## src/rtl/vn_sel_pkg.sv

```systemverilog
package vn_sel_pkg;

    localparam int DEF_N      = 8;
    localparam int DEF_C      = 4;
    localparam int DEF_K      = 3;
    localparam int DEF_LLR_W  = 8;
    localparam int DEF_WT_W   = 4;
    localparam int DEF_MET_W  = 10;
    localparam int DEF_ITER_W = 8;

    // check c, node v at bit c*N+v
    localparam logic [DEF_C*DEF_N-1:0] DEF_HMAT = {
        8'b1000_1110,
        8'b0100_1101,
        8'b0010_1011,
        8'b0001_0111
    };

    typedef struct packed {
        logic live;
        logic fin;
    } ctl_t;

    function automatic logic hard_of(input logic sign_bit);
        return sign_bit;
    endfunction

endpackage

```

## src/rtl/vn_syndrome.sv

```systemverilog
module vn_syndrome
    import vn_sel_pkg::*;
#(
    parameter int N     = DEF_N,
    parameter int C     = DEF_C,
    parameter int LLR_W = DEF_LLR_W,
    parameter int CNT_W = $clog2(DEF_C + 1),
    parameter logic [C*N-1:0] HMAT = DEF_HMAT
) (
    input  logic [N*LLR_W-1:0] llr_i,
    output logic [N*CNT_W-1:0] cnt_o,
    output logic               all_sat_o
);

    logic [N-1:0] hard;
    logic [C-1:0] fail;

    for (genvar v = 0; v < N; v++) begin : g_hard
        assign hard[v] = hard_of(llr_i[v*LLR_W + LLR_W - 1]);
    end

    for (genvar c = 0; c < C; c++) begin : g_chk
        assign fail[c] = ^(hard & HMAT[c*N +: N]);
    end

    for (genvar v = 0; v < N; v++) begin : g_cnt
        always_comb begin
            logic [CNT_W-1:0] acc;
            acc = '0;
            for (int c = 0; c < C; c++) begin
                if (HMAT[c*N + v] && fail[c]) acc = acc + CNT_W'(1);
            end
            cnt_o[v*CNT_W +: CNT_W] = acc;
        end
    end

    assign all_sat_o = ~|fail;

endmodule

```

## src/rtl/vn_score.sv

```systemverilog
module vn_score
    import vn_sel_pkg::*;
#(
    parameter int N     = DEF_N,
    parameter int LLR_W = DEF_LLR_W,
    parameter int CNT_W = 3,
    parameter int WT_W  = DEF_WT_W,
    parameter int MET_W = DEF_MET_W
) (
    input  logic [N*LLR_W-1:0] cur_i,
    input  logic [N*LLR_W-1:0] prev_i,
    input  logic [N*CNT_W-1:0] cnt_i,
    input  logic [WT_W-1:0]    w_unsat_i,
    input  logic [WT_W-1:0]    w_innov_i,
    input  logic [MET_W-1:0]   thresh_i,
    output logic [N*MET_W-1:0] metric_o,
    output logic [N-1:0]       pass_o
);

    localparam int MAG_W  = LLR_W + 1;
    localparam int BASE_W = (MAG_W > CNT_W) ? MAG_W : CNT_W;
    localparam int SUM_W  = BASE_W + WT_W + 1;
    localparam logic [MET_W-1:0] MET_MAX = '1;

    for (genvar v = 0; v < N; v++) begin : g_node
        logic [MAG_W-1:0] diff;
        logic [MAG_W-1:0] mag;
        logic [SUM_W-1:0] sum;
        logic [MET_W-1:0] met;

        assign diff = {cur_i[v*LLR_W + LLR_W - 1], cur_i[v*LLR_W +: LLR_W]}
                    - {prev_i[v*LLR_W + LLR_W - 1], prev_i[v*LLR_W +: LLR_W]};
        assign mag  = diff[MAG_W-1] ? (~diff + MAG_W'(1)) : diff;
        assign sum  = SUM_W'(cnt_i[v*CNT_W +: CNT_W]) * SUM_W'(w_unsat_i)
                    + SUM_W'(mag) * SUM_W'(w_innov_i);

        if (SUM_W > MET_W) begin : g_clamp
            assign met = (sum > SUM_W'(MET_MAX)) ? MET_MAX : sum[MET_W-1:0];
        end else begin : g_wide
            assign met = MET_W'(sum);
        end

        assign metric_o[v*MET_W +: MET_W] = met;
        assign pass_o[v] = met > thresh_i;
    end

endmodule

```

## src/rtl/vn_topk_select.sv

```systemverilog
module vn_topk_select
    import vn_sel_pkg::*;
#(
    parameter int N     = DEF_N,
    parameter int K     = DEF_K,
    parameter int MET_W = DEF_MET_W
) (
    input  logic [N*MET_W-1:0] metric_i,
    input  logic [N-1:0]       pass_i,
    output logic [N-1:0]       mask_o
);

    localparam int RANK_W = $clog2(N + 1);

    // node i wins when fewer than K qualifying nodes outrank it
    for (genvar i = 0; i < N; i++) begin : g_rank
        always_comb begin
            logic [RANK_W-1:0] above;
            logic [MET_W-1:0]  mi;
            logic [MET_W-1:0]  mj;
            above = '0;
            mi = metric_i[i*MET_W +: MET_W];
            for (int j = 0; j < N; j++) begin
                mj = metric_i[j*MET_W +: MET_W];
                if (j != i && pass_i[j] && ((mj > mi) || (mj == mi && j < i)))
                    above = above + RANK_W'(1);
            end
            mask_o[i] = pass_i[i] && (int'(above) < K);
        end
    end

endmodule

```

## src/rtl/vn_unrel_selector.sv

```systemverilog
module vn_unrel_selector
    import vn_sel_pkg::*;
#(
    parameter int N      = DEF_N,
    parameter int C      = DEF_C,
    parameter int K      = DEF_K,
    parameter int LLR_W  = DEF_LLR_W,
    parameter int WT_W   = DEF_WT_W,
    parameter int MET_W  = DEF_MET_W,
    parameter int ITER_W = DEF_ITER_W,
    parameter logic [C*N-1:0] HMAT = DEF_HMAT
) (
    input  logic                 clk,
    input  logic                 rst,
    input  logic                 start_i,
    input  logic [N*LLR_W-1:0]   llr_cur_i,
    input  logic [N*LLR_W-1:0]   llr_prev_i,
    input  logic [WT_W-1:0]      w_unsat_i,
    input  logic [WT_W-1:0]      w_innov_i,
    input  logic [MET_W-1:0]     thresh_i,
    input  logic [ITER_W-1:0]    iter_cnt_i,
    input  logic [ITER_W-1:0]    iter_max_i,
    output logic                 valid_o,
    output logic [N-1:0]         active_o,
    output logic                 done_o
);

    localparam int CNT_W = $clog2(C + 1);

    logic [N*CNT_W-1:0] cnt;
    logic               all_sat;
    logic [N*MET_W-1:0] metric;
    logic [N-1:0]       pass;

    vn_syndrome #(
        .N(N), .C(C), .LLR_W(LLR_W), .CNT_W(CNT_W), .HMAT(HMAT)
    ) u_synd (
        .llr_i     (llr_cur_i),
        .cnt_o     (cnt),
        .all_sat_o (all_sat)
    );

    vn_score #(
        .N(N), .LLR_W(LLR_W), .CNT_W(CNT_W), .WT_W(WT_W), .MET_W(MET_W)
    ) u_score (
        .cur_i     (llr_cur_i),
        .prev_i    (llr_prev_i),
        .cnt_i     (cnt),
        .w_unsat_i (w_unsat_i),
        .w_innov_i (w_innov_i),
        .thresh_i  (thresh_i),
        .metric_o  (metric),
        .pass_o    (pass)
    );

    // stage A: scores
    ctl_t               ctl_a;
    logic [N*MET_W-1:0] metric_a;
    logic [N-1:0]       pass_a;

    always_ff @(posedge clk) begin
        if (rst) begin
            ctl_a    <= '0;
            metric_a <= '0;
            pass_a   <= '0;
        end else begin
            ctl_a.live <= start_i;
            ctl_a.fin  <= all_sat || (iter_cnt_i >= iter_max_i);
            if (start_i) begin
                metric_a <= metric;
                pass_a   <= pass;
            end
        end
    end

    logic [N-1:0] mask_a;

    vn_topk_select #(
        .N(N), .K(K), .MET_W(MET_W)
    ) u_topk (
        .metric_i (metric_a),
        .pass_i   (pass_a),
        .mask_o   (mask_a)
    );

    // stage B: results
    always_ff @(posedge clk) begin
        if (rst) begin
            valid_o  <= 1'b0;
            active_o <= '0;
            done_o   <= 1'b0;
        end else begin
            valid_o  <= ctl_a.live;
            active_o <= ctl_a.live ? mask_a : '0;
            done_o   <= ctl_a.live & ctl_a.fin;
        end
    end

endmodule

```

## config.mk

```make
export PLATFORM = sky130hd
export DESIGN_NAME = vn_unrel_selector
export DESIGN_NICKNAME = d
export VERILOG_FILES = /design/src/rtl/vn_sel_pkg.sv /design/src/rtl/vn_syndrome.sv /design/src/rtl/vn_score.sv /design/src/rtl/vn_topk_select.sv /design/src/rtl/vn_unrel_selector.sv
export SDC_FILE = /design/constraint.sdc
export NUM_CORES = 1
export LEC_CHECK = 0
export BUFFER_PORTS_ARGS = -buffer_cell sky130_fd_sc_hd__buf_2
export CAP_MARGIN = 25
export CORE_MARGIN = 2
export CORE_UTILIZATION = 33
export CTS_CLUSTER_SIZE = 16
export DETAILED_ROUTE_END_ITERATION = 16
export GPL_TIMING_DRIVEN = 0
export PLACE_DENSITY = 0.58
export SETUP_SLACK_MARGIN = 0.3
export SLEW_MARGIN = 20
export SYNTH_ARGS = -nofsm -noshare
export SYNTH_HDL_FRONTEND = slang
export SYNTH_SLANG_ARGS = --single-unit
```

## constraint.sdc

```tcl
create_clock -name clk -period 29.3 [get_ports clk]
set_input_delay 5.86 -clock clk [delete_from_list [all_inputs] [get_ports clk]]
set_output_delay 5.86 -clock clk [all_outputs]
set_load 0.05 [all_outputs]
```

==> results.txt, run 1 <==
----------------------------------------------------
[Routing]
  Number of iterations in the first detailed-routing pass ... 6
  Via count ... approximately 26000
  Final routed DRC violation total ... 0
  Antenna violation net count after detailed routing ... 0
  Total routed wirelength ... 91900 microns
  Avg Vias per Cell ... 5.07
  Average detailed-routed wire length per instance ... 17.7 microns
  DRT iter0 DRCs ... 1241

[Timing]
  Final min period ... approximately 15 ns
  Max-slew headroom at the worst pin ... 31.7%
  Total setup violations reported at the end of the flow ... 0
  Accumulated negative setup slack ... 0 ns
  Hold violation total from the final report ... 0
  Slew of the pin with the lowest slew margin ... 1.02 ns
  Setup repair after global routing missed its margin ... no
  Max Transition Viols Final ... 0
  Final clock period utilization by the worst path ... 51.0%
  Achievable Freq ... 66.9 MHz
  Setup slack after layout ... 14.35 ns
  Maximum clock skew at final layout ... 0.0231 ns

[Clock network]
  CTS tree ... done
  Register clock-pin slew on the reported worst setup and hold paths ... 0.07 ns
  H-tree depth reported by CTS ... 3
  Number of instances resized during post-cts repair ... 0
  TritonCTS Buffers ... 9
  Clock network latency to the later pin of the worst-skew pair ... 0.40 ns
  Root buffer selected by CTS ... sky130_fd_sc_hd__clkbuf_16
  Clock buffer depth ... 2
  Number of sinks on the clock net ... 100
  Buffer count from post-CTS setup fixing ... 0
  Hold Buf Count CTS ... 0

[Placed design]
  RD Place Congestion ... 0.927
  Placement-stage worst setup slack ... roughly 14 ns
  Number of input and output port buffers inserted ... 170
  Cell Area, Placed ... 33000 sq um
  Post-detail-place hpwl ... 77400 microns

[Logic synthesis]
  Number of standard cells after synthesis ... around 3800
  Cell accounting for the most synthesized area ... sky130_fd_sc_hd__ha_1
  Count of distinct cell types in the synthesized netlist ... 88
  Proportion of synthesized flip-flops having asynchronous set or reset ... 0%
  Number of synthesized register bits ... 100
  Number of enable-type register cells in the synthesized netlist ... 0
  Top cells by area in the synthesized netlist ... sky130_fd_sc_hd__ha_1, sky130_fd_sc_hd__fa_1, sky130_fd_sc_hd__dfxtp_1, sky130_fd_sc_hd__inv_1, sky130_fd_sc_hd__nor2b_1
  Predominant post-synthesis flop cell ... sky130_fd_sc_hd__dfxtp_1
  Seq/Total Area, Yosys ... 6.54%
  Syn nets ... 4851
  Area fraction of the dominant cell type after synthesis ... 31.1%
  Yosys warns ... 0
  Netlist area before placement ... 30600 sq um
  Syn avg cell area ... 8.16 sq um

[Power and ir drop]
  Sequential share of power ... under 10%
  Switching share of power ... slightly below 60%
  Worst voltage drop across the vdd grid ... about 0.000057 V
  Power Density ... 117 nW/um^2
  Proportion of power drawn by combinational gates ... 88.4%
  Pint ... 0.00165 W
  Leakage power ... between 15 and 20 nW
  Reported net switching power ... approximately 0.0023 W
  Share of power burned in the clock network ... 3.1%
  Overall power of the completed layout ... 0.00391 W

[Flow run]
  Count of maximum capacitance violations ... 0

[Die]
  Area of the placeable core ... just over 90000 sq um
  Die area ... around 95000 sq um
  Initial core utilization ... 33.4%
  IO Pins ... roughly 180
  Placement row count ... roughly 110
  Die outline width ... 309 microns
  Die boundary height ... 309 microns

[Worst setup path]
  Type of destination of the critical path ... flip-flop
  Largest fanout on the critical path ... 10
  Start-to-end type of the worst setup path ... input port to flip-flop
  Crit-path max cell delay ... 0.56 ns
  CP Data Required Time ... 29.53 ns
  Critical path arrival ... 15.18 ns
  Startpoint types ... input port
  Standard cell with the maximum stage delay on the critical path ... sky130_fd_sc_hd__nor2_1

[GRT]
  Overflow after GRT ... 0
  Maximum number of pins on one net before global-route repair ... 18
  Via count of the first global-routing pass ... 25630
  Global-route wire length before repair ... 145000 microns
  Antenna violations before repair ... 6
  Global-route usage over all layers ... between 10% and 20%

[Worst hold path]
  Worst min-delay path class ... flip-flop to flip-flop

[Status]
  Status ... finished, final reports clean

[Cells and area]
  Finished Core Util ... 36.3%
  Layout overhead on the synthesized area ... 8.83%
  Ratio of cells with drive above 1 in the final layout ... 6.73%
  Net count, final ... 5034
  Filler cell count in the final layout ... 9692
  Design Area, Final ... 33300 sq um
  Footprint of the flip-flops and latches ... approximately 2000 sq um
  Area of the multi-input gates ... 26500 sq um

----------------------------------------------------
-- cells in the mapped netlist, types with 5 or more instances --
cell                          n
sky130_fd_sc_hd__a2111oi_0    7
sky130_fd_sc_hd__nor2b_1    206
sky130_fd_sc_hd__o21bai_1    21
sky130_fd_sc_hd__nor4_1      12
sky130_fd_sc_hd__nor3b_1     11
sky130_fd_sc_hd__dfxtp_1    100
sky130_fd_sc_hd__fa_1       172
sky130_fd_sc_hd__a311oi_1    73
sky130_fd_sc_hd__a211oi_1    33
sky130_fd_sc_hd__and3_1      17
sky130_fd_sc_hd__or2_2       10
sky130_fd_sc_hd__o21ai_0     98
sky130_fd_sc_hd__o22ai_1      5
sky130_fd_sc_hd__nand3_1     50
sky130_fd_sc_hd__mux2i_1     20
sky130_fd_sc_hd__ha_1       762
sky130_fd_sc_hd__a21boi_0     5
sky130_fd_sc_hd__clkbuf_1    79
sky130_fd_sc_hd__mux2_2      19
sky130_fd_sc_hd__nand2b_1    81
sky130_fd_sc_hd__a21oi_1    200
sky130_fd_sc_hd__xor2_2       7
sky130_fd_sc_hd__nand4_1     78
sky130_fd_sc_hd__nor2_1     215
sky130_fd_sc_hd__o2111ai_1    7
sky130_fd_sc_hd__and2_1     127
sky130_fd_sc_hd__nor3_1      32
sky130_fd_sc_hd__o21a_1      41
sky130_fd_sc_hd__inv_1      485
sky130_fd_sc_hd__a31oi_1     21
sky130_fd_sc_hd__xnor2_1    133
sky130_fd_sc_hd__or3_1       18
sky130_fd_sc_hd__o211ai_1    21
sky130_fd_sc_hd__a211o_1      5
sky130_fd_sc_hd__nand2_1    277
sky130_fd_sc_hd__a21o_1     116
sky130_fd_sc_hd__o31ai_1      7
sky130_fd_sc_hd__xor2_1      80
-- routing by layer --
layer | wire length, microns | GRT usage [%]
met2 | 41600 | 32.7
met4 | 2230 | 5.09
met5 | 33 | 0
met3 | 4020 | 1.70
met1 | 44000 | 26.6
-- power by group through the flow --
stage                     combinational, W  sequential, W  clock, W
after floorplan                    0.00257       0.000245         0
after global placement             0.00334       0.000326         0
after detailed placement           0.00339       0.000328         0
after CTS                          0.00343       0.000325  0.000126
after global routing               0.00395       0.000331  0.000130
final                              0.00345       0.000331  0.000122
-- cells by family after synthesis --
kind of cell    Yosys count  share of synthesized area, %
fa+ha+maj               934                          42.4
buf+inv                 570                          7.02
simple gates           1159                          19.6
flops                   100                          6.54
mux                      39                          1.35
compound gates          723                          16.1
xor+xnor                227                          6.99
-- cells in the final DEF, fill, tap and decap left out, drive strengths merged, types with 117 or more instances in the layout --
cell type / netlist / layout
a21o: 117 / 117
a21oi: 204 / 204
and2: 127 / 127
buf: 5 / 177
fa: 172 / 172
ha: 762 / 762
inv: 486 / 488
nand2: 277 / 277
nor2: 217 / 217
nor2b: 206 / 206
xnor2: 137 / 137
-- per-stage QoR --
step	instances	hold slack (ns)
floorplan	3752	0.406
global placement	5165	0.415
detailed placement	5167	0.417
CTS	5183	0.440
global route	5183	0.445
finish	5184	0.434
-- critical path, delay by kind of cell --
kind            cells  cell delay, ns
mux                 1            0.24
fa+ha+maj           8            3.16
simple gates       10            1.72
buf+inv             6            0.63
compound gates     20            3.32
xor+xnor            1            0.24
-- path summary, 6_finish.rpt --
check / from / end / slack (ns) / cells after the start
setup reg to reg: metric_a[7] / active_o[6] / 23.45 / 23
setup / recovery: llr_cur_i[24] / pass_a[3] / 14.35 / 46
hold reg to reg: ctl_a[0] / done_o / 0.43 / 1
hold / removal: ctl_a[0] / done_o / 0.43 / 1
-- final cells by class --
class                      count  area share [%]
sequential                   100            6.01
multi-input combinational   3082            79.4
tap                         1243            4.67
clock inverter                 7           0.150
inverter                     486            5.47
antenna                        1         0.00751
buffer                        84           0.980
timing repair buffer         172            2.59
clock buffer                   9           0.676
-- sequential cells by signal (all words and copies together) (netlist names) --
name / flops
active_o: 8
ctl_a: 2
done_o: 1
metric_a: 80
pass_a: 8
valid_o: 1
Note: power is estimated with default switching activity, not from simulation.
==> inputs of run 2 (changes only) <==
- ABC_AREA: not set -> 1
- clock period: 29.3 -> 15.2 ns (I/O delays scaled with it)
==> run 2 against run 1 <==
Flip-flop and latch count is the same. Sequential share of layout area shrank 0.25 points. Worst hold slack lost 0.022 ns. Clock skew shrank 0.0015 ns. Register-to-register slack lost 14 ns. Critical path depth shrank 3. Critical path type unchanged. Critical endpoint is now pass_a[2]. Highest routed layer unchanged.
==> results.txt, run 2 <==
----------------------------------------------------
[Worst hold path]
  Worst Hold Endpoint ... done_o
  Worst min-delay path class ... flip-flop to flip-flop
  Hold path startpoint ... ctl_a[0]
  Hold depth ... 2

[Timing]
  Maximum clock skew at final layout ... 0.0217 ns
  Accumulated negative setup slack ... 0 ns
  Hold violation total from the final report ... 0
  Setup repair after global routing missed its margin ... no
  Final clock period utilization by the worst path ... 70.6%
  Max Transition Viols Final ... 0
  Total setup violations reported at the end of the flow ... 0
  Final min period ... 10.74 ns
  Max-slew headroom at the worst pin ... 30.5%
  Worst slack on hold paths ... 0.412 ns
  Slew of the pin with the lowest slew margin ... about 1.0 ns
  Achievable Freq ... ~93 MHz

[Logic synthesis]
  Cell with the most instances after synthesis ... sky130_fd_sc_hd__nand2_1
  Syn nets ... 5828
  Top post-synthesis cells by count ... sky130_fd_sc_hd__nand2_1, sky130_fd_sc_hd__inv_1, sky130_fd_sc_hd__ha_1, sky130_fd_sc_hd__nor2_1, sky130_fd_sc_hd__a21oi_1
  Seq/Total Area, Yosys ... 6.25%
  Top cells by area in the synthesized netlist ... sky130_fd_sc_hd__ha_1, sky130_fd_sc_hd__nand2_1, sky130_fd_sc_hd__fa_1, sky130_fd_sc_hd__inv_1, sky130_fd_sc_hd__nor2_1
  Number of synthesized register bits ... 100
  Predominant post-synthesis flop cell ... sky130_fd_sc_hd__dfxtp_1
  Proportion of synthesized flip-flops having asynchronous set or reset ... 0%
  Netlist area before placement ... roughly 32000 sq um
  Area fraction of the dominant cell type after synthesis ... ~30%
  Yosys warns ... 0
  Number of enable-type register cells in the synthesized netlist ... 0
  Count of distinct cell types in the synthesized netlist ... 62
  Cell accounting for the most synthesized area ... sky130_fd_sc_hd__ha_1
  Syn avg cell area ... about 6.8 sq um
  Number of standard cells after synthesis ... 4729

[Routing]
  Avg Vias per Cell ... between 4 and 5
  Antenna violation net count after detailed routing ... 0
  Routed wl met3 ... 5020 microns
  Detailed-routed wire length on met2 ... 42400 microns
  Total routed wirelength ... 96800 microns
  Via count ... 30134
  Number of iterations in the first detailed-routing pass ... 6
  DRT iter0 DRCs ... 1749
  Uppermost layer routed ... met5
  Final routed DRC violation total ... 0
  Met1 Routed Length ... 46100 microns
  Average detailed-routed wire length per instance ... between 15 and 20 microns

[Cells and area]
  Net count, final ... 6009
  Leading registers by flop count ... metric_a: 80 flops, active_o: 8 flops, pass_a: 8 flops
  Commonest non-fill, non-tap cell in the layout ... sky130_fd_sc_hd__nand2_1
  Filler cell count in the final layout ... between 10000 and 15000
  Area of the multi-input gates ... approximately 26000 sq um
  Max reg flops ... 80
  Number of cells in the finished layout apart from fillers ... between 6000 and 7000
  Layout overhead on the synthesized area ... 8.57%
  Footprint of the flip-flops and latches ... 2000 sq um
  Inserted Diodes ... 0
  Ratio of cells with drive above 1 in the final layout ... ~6.4%
  Commonest non-fill, non-tap cells in the layout ... sky130_fd_sc_hd__nand2_1, sky130_fd_sc_hd__inv_1, sky130_fd_sc_hd__ha_1
  Top register by number of flip-flops ... metric_a

[GRT]
  Antenna violations before repair ... 3
  Maximum number of pins on one net before global-route repair ... 18
  Overflow after GRT ... 0
  Via count of the first global-routing pass ... between 20000 and 30000
  Global-route wire length before repair ... 154000 microns
  Global-route usage over all layers ... ~20%

[Clock network]
  Buffer count from post-CTS setup fixing ... 0
  Register clock-pin slew on the reported worst setup and hold paths ... 0.08 ns
  CTS tree ... done
  Hold Buf Count CTS ... 0
  H-tree depth reported by CTS ... 3
  Clock network latency to the later pin of the worst-skew pair ... 0.40 ns
  Root buffer selected by CTS ... sky130_fd_sc_hd__clkbuf_16
  Number of instances resized during post-cts repair ... 0
  Number of sinks on the clock net ... 100
  Clock buffer depth ... 2
  TritonCTS Buffers ... 9

[Worst setup path]
  Start-to-end type of the worst setup path ... input port to flip-flop
  Standard cell with the maximum stage delay on the critical path ... sky130_fd_sc_hd__fa_1
  Largest fanout on the critical path ... 9
  Reg2reg path depth ... 31
  Number of buffers and inverters on the critical path ... 6
  CP Data Required Time ... 15.50 ns
  Most common cell on crit path ... sky130_fd_sc_hd__nand2_1
  Type of destination of the critical path ... flip-flop
  Critical path arrival ... 11.03 ns
  Crit-path max cell delay ... about 0.54 ns
  Crit path max-delay family ... adder cells
  R2R Setup Slk ... ~9.8 ns
  Startpoint types ... input port
  Critical R2R Capture ... active_o[7]
  R2R Path Start ... metric_a[1]

[Placed design]
  Post-detail-place hpwl ... 82800 microns
  Number of input and output port buffers inserted ... 170
  RD Place Congestion ... 0.908
  Cell Count Post-Placement ... 6175

[Die]
  IO Pins ... about 180
  Die boundary height ... between 300 and 400 microns
  Initial core utilization ... 33.2%
  Die area ... ~100000 sq um
  Die outline width ... 316 microns
  Area of the placeable core ... between 90000 and 100000 sq um
  Placement row count ... 114

[Status]
  Status ... finished, final reports clean

[Flow run]
  Count of maximum capacitance violations ... 0

[Power and ir drop]
  Worst voltage drop across the vdd grid ... 0.000149 V
  Overall power of the completed layout ... 0.00798 W
  Leakage power ... 20.0 nW
  Power Density ... 229 nW/um^2

----------------------------------------------------
[run 2: changes by cell type after synthesis, moves of 87 or more]
| cell | delta |
|---|---|
| sky130_fd_sc_hd__inv_1 | +364 |
| sky130_fd_sc_hd__and2_1 | -120 |
| sky130_fd_sc_hd__nand2_1 | +643 |
| sky130_fd_sc_hd__nand3_1 | +159 |
| sky130_fd_sc_hd__nor2_1 | +359 |
| sky130_fd_sc_hd__a21o_1 | -87 |
| sky130_fd_sc_hd__nor2b_1 | -206 |
| sky130_fd_sc_hd__xnor2_1 | -95 |
| sky130_fd_sc_hd__a21oi_1 | +106 |
[run 2: worst max-delay path by stage]
stage / from / to / slack, ns / cells past startpoint
CTS: llr_cur_i[16] / pass_a[2] / 4.47 / 43
global route: llr_cur_i[16] / pass_a[2] / 3.73 / 43
finish: llr_cur_i[16] / pass_a[2] / 4.46 / 43
detailed placement: llr_cur_i[16] / pass_a[2] / 4.05 / 43
floorplan: llr_cur_i[16] / pass_a[2] / 5.57 / 42
global placement: llr_cur_i[16] / pass_a[2] / 4.09 / 43
[run 2: routing by layer]
| metal | vias up | track usage [%] |
|---|---|---|
| li1 | 15674 | - |
| met1 | 13662 | 26.4 |
| met2 | 662 | 32.1 |
| met3 | 132 | 2.34 |
| met4 | 4 | 6.57 |
| met5 | - | 0 |
[run 2: cells by family after synthesis]
group | share of synthesized area, %
XOR/XNOR | 4.84
buffers and inverters | 11.2
AND/OR/NAND/NOR | 25.7
AO/OA/AOI/OAI | 11.5
adder cells (fa/ha/maj) | 40.5
flip-flops | 6.25
[run 2: metrics by stage]
step / utilization (%) / instance area, sq um / worst slack, ns
floorplan: - / 32000 / 5.57
global placement: 35.8 / 34500 / 4.09
detailed placement: 35.8 / 34500 / 4.05
CTS: 36.1 / 34800 / 4.47
global route: 36.1 / 34800 / 3.73
finish: 36.1 / 34800 / 4.46
[run 2: power by group]
part	switching, W	total (W)	internal, W
registers	0.000235	0.000598	0.000363
logic	0.00453	0.00712	0.00259
clock network	0.000130	0.000259	0.000129
total	0.00490	0.00798	0.00308
[run 2: worst min-delay path: cells and delay by family (launching register included)]
| kind | cells | cell delay [ns] |
|---|---|---|
| DFF | 1 | 0.30 |
| and+or+nand+nor | 2 | 0.08 |
[run 2: final cells by class]
cell class              instances  area share, %
well taps                    1276           4.59
clock buffers                   9          0.647
repair buffers                170           2.45
multi-input cells            3683           76.1
clock inverters                 6          0.212
inverters                     867           9.35
plain buffers                  79          0.946
flip-flops and latches        100           5.75
==> inputs of run 3 (changes only) <==
- ABC_AREA: 1 -> 0
- clock period: 15.2 -> 10 ns (I/O delays scaled with it)
==> run 3 against run 2 <==
Power is 52% higher. Critical path type unchanged. Utilization is 1.6 points higher. Clock skew is 0.0030 ns higher. Highest routed layer unchanged. Critical endpoint is now pass_a[3]. Worst hold slack better by 0.013 ns. Critical path depth is 3 higher. Via count is 12% lower. Sequential power is 63% higher. Non-clock buffer count is 55 higher.
==> results.txt, run 3 (synthesized netlist as in run 1, its figures left out) <==
----------------------------------------------------
[Cells and area]
  Ratio of cells with drive above 1 in the final layout ... 10.9%
  Footprint of the flip-flops and latches ... 2000 sq um
  Leading registers by flop count ... metric_a: 80 flops, active_o: 8 flops, pass_a: 8 flops
  Layout overhead on the synthesized area ... 12.9%
  Design Area, Final ... about 35000 sq um
  Filler cell count in the final layout ... about 9500
  Area of the multi-input gates ... 27200 sq um
  Commonest non-fill, non-tap cell in the layout ... sky130_fd_sc_hd__ha_1
  Commonest non-fill, non-tap cells in the layout ... sky130_fd_sc_hd__ha_1, sky130_fd_sc_hd__inv_1, sky130_fd_sc_hd__nand2_1
  Max reg flops ... 80
  Number of cells in the finished layout apart from fillers ... between 5000 and 6000
  Top register by number of flip-flops ... metric_a
  Net count, final ... 5082

[Routing]
  Antenna violation net count after detailed routing ... 0
  Avg Vias per Cell ... approximately 5
  Total routed wirelength ... 93300 microns
  Final routed DRC violation total ... 0
  Via count ... between 20000 and 30000
  DRT iter0 DRCs ... 1475
  Average detailed-routed wire length per instance ... approximately 18 microns
  Number of iterations in the first detailed-routing pass ... 5

[Clock network]
  Clock network latency to the later pin of the worst-skew pair ... 0.40 ns
  Number of sinks on the clock net ... 100
  Root buffer selected by CTS ... sky130_fd_sc_hd__clkbuf_16
  CTS tree ... done
  Hold Buf Count CTS ... 0
  TritonCTS Buffers ... 9
  Clock buffer depth ... 2
  H-tree depth reported by CTS ... 3
  Register clock-pin slew on the reported worst setup and hold paths ... 0.08 ns

[Placed design]
  RD Place Congestion ... 0.908
  Post-detail-place hpwl ... 77500 microns
  Number of input and output port buffers inserted ... between 150 and 200
  Cell Area, Placed ... approximately 33000 sq um
  Cell Count Post-Placement ... 5166

[Die]
  Area of the placeable core ... approximately 90000 sq um
  Die outline width ... 309 microns
  IO Pins ... about 180
  Initial core utilization ... between 30% and 40%
  Die boundary height ... around 310 microns
  Placement row count ... 111
  Die area ... about 95000 sq um

[Power and ir drop]
  Power Density ... roughly 350 nW/um^2
  Sequential share of power ... 8.0%
  Share of power burned in the clock network ... 3.2%
  Reported net switching power ... 0.00686 W
  Worst voltage drop across the vdd grid ... 0.000278 V
  Proportion of power drawn by combinational gates ... approximately nine tenths
  Pint ... 0.00531 W
  Overall power of the completed layout ... 0.0122 W
  Switching share of power ... 56.4%
  Leakage power ... 17.4 nW

[Worst setup path]
  Type of destination of the critical path ... flip-flop
  CP Data Required Time ... 10.24 ns
  Start-to-end type of the worst setup path ... input port to flip-flop
  Largest fanout on the critical path ... 4
  Critical path arrival ... 9.90 ns
  Startpoint types ... input port
  Crit-path max cell delay ... 0.58 ns
  Crit path max-delay family ... adder cells
  Standard cell with the maximum stage delay on the critical path ... sky130_fd_sc_hd__a2111oi_1
  Number of buffers and inverters on the critical path ... 7

[Timing]
  Total setup violations reported at the end of the flow ... 0
  Setup repair after global routing missed its margin ... yes
  Slew of the pin with the lowest slew margin ... 1.04 ns
  Max Transition Viols Final ... 0
  Final clock period utilization by the worst path ... 96.6%
  Hold violation total from the final report ... 0
  Maximum clock skew at final layout ... 0.0247 ns
  Achievable Freq ... 104 MHz
  Accumulated negative setup slack ... 0 ns
  Max-slew headroom at the worst pin ... 30.0%
  Final min period ... roughly 9.7 ns

[Worst hold path]
  Worst min-delay path class ... flip-flop to flip-flop

[Flow run]
  Count of maximum capacitance violations ... 0

[Status]
  Status ... finished, final reports clean

[GRT]
  Maximum number of pins on one net before global-route repair ... 19
  Via count of the first global-routing pass ... 25716
  Global-route usage over all layers ... approximately a fifth
  Antenna violations before repair ... 4
  Overflow after GRT ... 0
  Global-route wire length before repair ... between 100000 and 150000 microns

----------------------------------------------------
run 3: cell count changes in the layout (fill, tap and decap cells not counted), moves of 72 or more:
cell	change
sky130_fd_sc_hd__xnor2_1	+81
sky130_fd_sc_hd__a21o_1	+87
sky130_fd_sc_hd__nor2b_1	+201
sky130_fd_sc_hd__nor2_1	-370
sky130_fd_sc_hd__nand2_1	-646
sky130_fd_sc_hd__inv_1	-368
sky130_fd_sc_hd__nand3_1	-161
sky130_fd_sc_hd__a311oi_1	+72
sky130_fd_sc_hd__and2_1	+120
sky130_fd_sc_hd__nand2b_1	+80
sky130_fd_sc_hd__a21oi_1	-130
run 3: worst reg2reg max path: stages, from the launching register on:
cell and delay, ns:
sky130_fd_sc_hd__dfxtp_1 0.62, sky130_fd_sc_hd__inv_1 0.24, sky130_fd_sc_hd__ha_1 0.36, sky130_fd_sc_hd__nand4_1 0.14, sky130_fd_sc_hd__nor3_1 0.21, sky130_fd_sc_hd__a2111oi_0 0.09, sky130_fd_sc_hd__a31oi_1 0.52, sky130_fd_sc_hd__nor2b_1 0.15
sky130_fd_sc_hd__ha_1 0.40, sky130_fd_sc_hd__and3_1 0.17, sky130_fd_sc_hd__a211o_1 0.26, sky130_fd_sc_hd__a311o_1 0.32, sky130_fd_sc_hd__ha_1 0.28, sky130_fd_sc_hd__mux2_2 0.30, sky130_fd_sc_hd__ha_1 0.31, sky130_fd_sc_hd__mux2_2 0.30
sky130_fd_sc_hd__ha_1 0.29, sky130_fd_sc_hd__nand2_1 0.07, sky130_fd_sc_hd__nand2_1 0.06, sky130_fd_sc_hd__ha_1 0.19, sky130_fd_sc_hd__nand2_1 0.07, sky130_fd_sc_hd__xor2_1 0.17, sky130_fd_sc_hd__o2111ai_1 0.14, sky130_fd_sc_hd__a21oi_1 0.17
run 3: stage by stage:
stage	utilization (%)	hold WS, ns	setup WS [ns]
global placement	36.0	0.409	-0.807
finish	37.7	0.425	0.340
global route	37.7	0.459	-0.0293
CTS	36.8	0.419	0.239
detailed placement	36.0	0.418	-0.941
floorplan	-	0.406	0.321
run 3: power by group through the flow:
stage / combinational, W / sequential (W) / clock [W]
floorplan: 0.00757 / 0.000717 / 0
global placement: 0.00983 / 0.000963 / 0
finish: 0.0108 / 0.000975 / 0.000387
global route: 0.0122 / 0.000976 / 0.000410
detailed placement: 0.00996 / 0.000967 / 0
CTS: 0.0103 / 0.000959 / 0.000397
run 3: worst paths after layout:
| kind | from | to | slack, ns | depth (start not counted) |
|---|---|---|---|---|
| worst max register to register | metric_a[9] | active_o[6] | 4.14 | 23 |
| worst max-delay path | llr_cur_i[24] | pass_a[3] | 0.34 | 46 |
| worst min-delay path | ctl_a[0] | done_o | 0.42 | 1 |
| worst min register to register | ctl_a[0] | done_o | 0.42 | 1 |
run 3: layout make-up:
cell class	count	area share, %
diodes	1	0.00724
clock inverters	7	0.253
multi-input cells	3082	78.8
clock buffers	9	0.652
flip-flops and latches	100	5.79
plain buffers	84	1.10
inverters	486	5.29
repair buffers	220	3.65
well taps	1243	4.50
run 3: timing repair:
item                       CTS  global route
pin swaps                   19            66
setup endpoints to repair    7             8
setup buffers               21            26
cloned                       0             2
resized for setup           55           137
run 3: routing by layer:
layer  part of all wire (%)  track usage (%)  vias up
li1                       -                -    13451
met1                     46             26.4    12389
met2                     46             33.0      589
met3                    4.7             1.59      122
met4                    2.9             5.37        4
met5                  0.026                0        -
